File: config.mk
export PLATFORM = sky130hd
export DESIGN_NAME = tsbit_inserter
export DESIGN_NICKNAME = d
export VERILOG_FILES = /design/src/rtl/tsbit_inserter.sv
export SDC_FILE = /design/constraint.sdc
export NUM_CORES = 1
export LEC_CHECK = 0
export ABC_AREA = 1
export BUFFER_PORTS_ARGS = -buffer_cell sky130_fd_sc_hd__buf_4
export CORE_AREA = 2 2 39 41
export CTS_BUF_LIST = sky130_fd_sc_hd__clkbuf_8
export CTS_CLUSTER_DIAMETER = 80
export DETAILED_ROUTE_END_ITERATION = 7
export DIE_AREA = 0 0 41 43
export PLACE_DENSITY = 0.58
export SLEW_MARGIN = 20
export SYNTH_ARGS = -nofsm -noshare
export SYNTH_HDL_FRONTEND = slang
export SYNTH_SLANG_ARGS = --single-unit
File: constraint.sdc
create_clock -name clk -period 1.5 [get_ports clk]
set_clock_uncertainty 0.2 [all_clocks]
set_input_delay 0.45 -clock clk [delete_from_list [all_inputs] [get_ports clk]]
set_output_delay 0.45 -clock clk [all_outputs]
set_load 0.05 [all_outputs]
File: src/rtl/tsbit_inserter.sv
module tsbit_inserter #(
  parameter int NUM_SLOTS = 24,
  parameter int SLOT_W    = 5,
  parameter int FRAME_W   = 4
) (
  input  logic               clk,
  input  logic               rst_n,
  input  logic               enable,
  input  logic               sel_even,
  input  logic               sel_odd,
  input  logic [SLOT_W-1:0]  slot_sel,
  input  logic [7:0]         bit_mask,
  input  logic               bit_valid,
  input  logic [FRAME_W-1:0] frame_cnt,
  input  logic [SLOT_W-1:0]  slot_cnt,
  input  logic [2:0]         bit_cnt,
  input  logic               data_in,
  input  logic               hdlc_bit,
  output logic               hdlc_take,
  output logic               data_out,
  output logic               ins_mark
);
  localparam logic [SLOT_W:0] SLOT_LIMIT = (SLOT_W+1)'(NUM_SLOTS);

  logic parity_ok, slot_ok, mask_ok;

  assign parity_ok = frame_cnt[0] ? sel_odd : sel_even;
  assign slot_ok   = (slot_cnt == slot_sel) && ({1'b0, slot_sel} < SLOT_LIMIT);
  assign mask_ok   = bit_mask[~bit_cnt];
  assign hdlc_take = enable & bit_valid & parity_ok & slot_ok & mask_ok;

  always_ff @(posedge clk or negedge rst_n) begin
    if (!rst_n) begin
      data_out <= 1'b0;
      ins_mark <= 1'b0;
    end else if (bit_valid) begin
      data_out <= hdlc_take ? hdlc_bit : data_in;
      ins_mark <= hdlc_take;
    end
  end

  a_r6_take_needs_valid: assert property (@(posedge clk) disable iff (!rst_n)
    hdlc_take |-> bit_valid && enable);
  a_r3_parity: assert property (@(posedge clk) disable iff (!rst_n)
    hdlc_take |-> (frame_cnt[0] ? sel_odd : sel_even));
  a_r9_out_of_range: assert property (@(posedge clk) disable iff (!rst_n)
    ({1'b0, slot_sel} >= SLOT_LIMIT) |-> !hdlc_take);
  a_r7_insert: assert property (@(posedge clk) disable iff (!rst_n)
    hdlc_take |=> ins_mark && data_out == $past(hdlc_bit));
  a_r8_pass: assert property (@(posedge clk) disable iff (!rst_n)
    bit_valid && !hdlc_take |=> !ins_mark && data_out == $past(data_in));
  a_r10_hold: assert property (@(posedge clk) disable iff (!rst_n)
    !bit_valid |=> $stable(data_out) && $stable(ins_mark));
endmodule

* Word level (Yosys, flattened, before mapping)
Cells that the tools add are included. Widths: inputs -> output; s select.
Word-level totals: output and inout port bits 3, input port bits 33, word-level logic and storage cells 15, register bits 2
Operators by class: eq/ne operators 1, $lt $le $gt $ge 2, reduce and logical (&&, ||, !) cells 1, bitwise operators 5, muxes and demuxes 4
Operators with widths (number):
- $eq 5x5->1 | 1
- $lt 5x5->1 const B | 1
- $and 1x1->1 | 4
- $lt 3x4->1 const B | 1
- $bmux 1 s3 | 1
- $mux 1 | 3
- $not 3->3 | 1
- $logic_and 1x1->1 | 1

* Depth between registers and ports, before layout
word-level depth 5, mapped depth 10, depth with buffers taken out 10

* Least setup slack after synthesis
OpenSTA, ideal clock, no wires.
path type input to output, from input slot_sel[3], to output hdlc_take, path slack -0.364 ns, arrival 1.214 ns, stages 8, path buffers 0, required time 0.850 ns, cell sequence inv_1 > nand2_1 > nand2_1 > nor2_1 > nand2_1 > nor2_2 > nand3_2 > inv_1
Between the ends: cells in the longest elaborated chain, start to end 4, elaborated cells on any way between the ends 5, those cells by class order compare (1); eq/ne (1); bitwise (2); reduce/logical (1)
Ends and longest elaborated chain:
- start: declaration | RTL line 11 | input logic [SLOT_W-1:0] slot_sel,
- $lt 5x5->1 / $eq 5x5->1 (equally long branches) | RTL line 28 | assign slot_ok = (slot_cnt == slot_sel) && ({1'b0, slot_sel} < SLOT_LIMIT);
- $logic_and 1x1->1 (*) | RTL line 28
- $and 1x1->1 (*) (2 in series) | RTL line 30 | assign hdlc_take = enable & bit_valid & parity_ok & slot_ok & mask_ok;
- end: declaration | RTL line 19 | output logic hdlc_take,
Every way passes the cells marked *; elsewhere a longest branch is shown, timed or not.

* Worst setup path in the final report
from input sel_even, to output hdlc_take
Between the ends: cells in the longest elaborated chain, start to end 4
Ends and longest elaborated chain:
- start: declaration | RTL line 9 | input logic sel_even,
- $mux 1 | RTL line 27 | assign parity_ok = frame_cnt[0] ? sel_odd : sel_even;
- $and 1x1->1 (3 in series) | RTL line 30
No other way between the ends.

==> impl_metrics.json <==
{
  "clkSlewWorstSetupHoldPaths_ns": 0.03,
  "cts_max_level": 1,
  "grt.overflow.total": 0,
  "slew_headroom_pct": 90.3,
  "cp-end-kind": "output port",
  "endpoint_arrival_time_on_the_critical_path_ns": 1.30,
  "total_power_per_unit_cell_area_nw_per_um2": 570,
  "switching_share_pct": 24.7,
  "share_comb_of_total_power_pct": 36.4,
  "avgSynthCellArea_sq_um": 4.71,
  "p_int_mw": 0.316,
  "hold_viol": 0,
  "hold_path_depth": 2,
  "tritoncts": "built",
  "detailedRoute.firstPassIterationCount": 4,
  "netlist_top_cells_area": "nand2_1 (40%), inv_1 (19%), dfrtp_1 (16%), nand3_1 (9.4%), nor2_2 (3.9%)",
  "setup_viol": 1,
  "violated_checks": "negative setup slack",
  "synth-edff-count": 0,
  "initialDrtViolationCount": 3,
  "synth_common_cells": "nand2_1 (34), inv_1 (16), nand3_1 (6), nor2_1 (3)",
  "post_synth_inst_count": 68,
  "timing_worst_slew_pin_value_ns": 0.147,
  "yosys_warnings": 0,
  "wire_length_reported_by_the_detailed_router_um": 1010,
  "worst-endpoint-required_ns": 0.85,
  "worstHoldStart": "data_out",
  "grt_max_degree": 6,
  "drc": 0,
  "clk_root_buffer_cell": "clkbuf_8",
  "via_per_inst": 4.13,
  "worstSetupPathType": "primary input to output port",
  "timing.critical_path.fanout_max": 2,
  "first_pass_grt_wire_length_um": 1710,
  "hp-class": "register to register",
  "groute.usage.overall_pct": 13.8,
  "initial_utilization_pct": 23.1,
  "power_switching_mw": 0.104,
  "period_minus_slack_ns": 1.95,
  "worstSkewPairLatency_ns": 0.21,
  "ctsLongestPathBuffers": 2,
  "antenna_violating_nets_post_route": 0,
  "postLayoutCoreUtil_pct": 53.2,
  "io_buffers": 32,
  "core_area_sq_um": 1380,
  "number_of_global_route_vias_before_repair": 501,
  "yosys_most_used_dff": "dfrtp_1",
  "areaGrowthSynthToFinish_pct": 130,
  "setup_total_negative_slack_ns": -0.449,
  "achievable-frequency_ghz": 0.513,
  "placedCellCount": 119,
  "chipHeight_um": 43,
  "regToRegEndpoint": "ins_mark",
  "number_of_buffers_added_by_the_clock_tree_synthesis_step": 3,
  "num_antenna_cells": 0,
  "routabilityCongestion": 0.656,
  "netlist.area_leader.share_pct": 39.8,
  "power_total_mw": 0.419,
  "pwr-share-clk_pct": 49.7,
  "status": "complete, but fails checks",
  "r2r_setup_slack_ns": 0.71,
  "dp_slack_ns": -0.476,
  "rsz0062_at_grt": "yes",
  "ys_seq_elements": 2,
  "placement_rows": 14,
  "num-nets-final": 143,
  "ios": 36,
  "maxSlewViolCount": 0,
  "dpl_hpwl_um": 763,
  "max_cap_violations": 0,
  "design_area_sq_um": 736,
  "route.detailed.wl_per_inst_um": 8.15,
  "worst_path_setup_slack_after_routing_ns": -0.449,
  "worst_r2r_start": "ins_mark",
  "peak_supply_drop_v": 0.000433,
  "final_layout_size_suffix_gt1_share_pct": 53.7,
  "synth_seq_area_share_pct": 15.6,
  "hold-worst-slack_ns": 0.273,
  "die_area_sq_um": 1760,
  "synthArstFlopShare_pct": 100,
  "die_w_um": 41,
  "initial_antenna_violation_count": 0,
  "num_vias": 512,
  "cts_sinks": 2,
  "timing.hold.worst_endpoint": "data_out",
  "final_min_period_over_clock_period_pct": 130,
  "share_seq_of_total_power_pct": 13.9,
  "synth.largest_area_cell": "nand2_1",
  "placed_instance_area_sq_um": 607,
  "worst-r2r-cell-count": 2,
  "final_instance_count_without_filler_cells": 124,
  "critical_path.startpoint_type": "primary input",
  "synth_nets": 101,
  "total_leakage_power_nw": 0.442,
  "post_synth_num_cell_types": 10,
  "netlist_area_sq_um": 320,
  "synth_most_common_cell": "nand2_1"
}
-- power by group through the flow --
stage / Clock [mW] / Combinational (mW) / Sequential, mW
floorplan: 0 / 0.0432 / 0.0683
global placement: 0 / 0.128 / 0.0589
detailed placement: 0 / 0.129 / 0.0589
CTS: 0.213 / 0.143 / 0.0583
global route: 0.219 / 0.170 / 0.0585
finish: 0.208 / 0.153 / 0.0583
-- sequential cells by signal, summed over array words and instances, names as in the netlist --
name      count
data_out      1
ins_mark      1
-- layout by cell type, fill, tap and decap left out, types with 3 or more instances in the layout --
cell and count:
inv_2 8, inv_1 8, buf_6 12, clkbuf_8 3, buf_4 23, nor2_1 3
nand3_1 6, nand2_2 6, nand2_1 28
-- area by class of cell --
type,count,area [sq um]
Clock buffer,3,41.3
Fill cell,148,648
Inverter,18,73.8
Multi-Input combinational cell,48,218
Sequential cell,2,50.0
Tap cell,16,20.0
Timing Repair Buffer,37,333
-- how the worst max path moves through the flow --
stage	start	endpoint	slack, ns	cells past startpoint
after CTS	bit_valid	hdlc_take	-0.44	10
after floorplan	slot_sel[3]	hdlc_take	-0.28	8
after global routing	slot_sel[1]	hdlc_take	-0.56	10
final	sel_even	hdlc_take	-0.45	10
after global placement	slot_sel[3]	hdlc_take	-0.47	9
after detailed placement	slot_sel[3]	hdlc_take	-0.48	9
-- worst max-delay path, cell delays in order --
cell	delay [ns]
buf_6	0.07
inv_2	0.02
nand2_2	0.05
nand2_1	0.05
nor2_1	0.11
nand2_1	0.08
nor2_2	0.14
nand3_2	0.11
clkinvlp_4	0.09
buf_8	0.14
-- cells by family (layout without fill, tap and decap cells) --
logic type | count (synthesis) | count (layout) | share of synthesized area (%)
simple gates | 47 | 47 | 61.7
buf+inv | 18 | 58 | 21.1
flops | 2 | 2 | 15.6
compound gates | 1 | 1 | 1.56
-- routing by layer --
metal	global-route usage, %	vias up	share of wire [%]	wire length (um)
met5	0	-	0	0
met4	6.00	0	0	0
met3	1.57	0	8.2	83
met2	24.1	22	56	565
met1	15.4	213	36	362
li1	-	277	-	-
-- repair_timing --
action	in CTS	in global routing
pin swaps	11	13
resized for setup	15	13
setup endpoints to repair	1	2
endpoints found under the hold margin	2	0
setup buffers	1	0
hold buffers	1	0
Power figures use the tool's default switching activity.
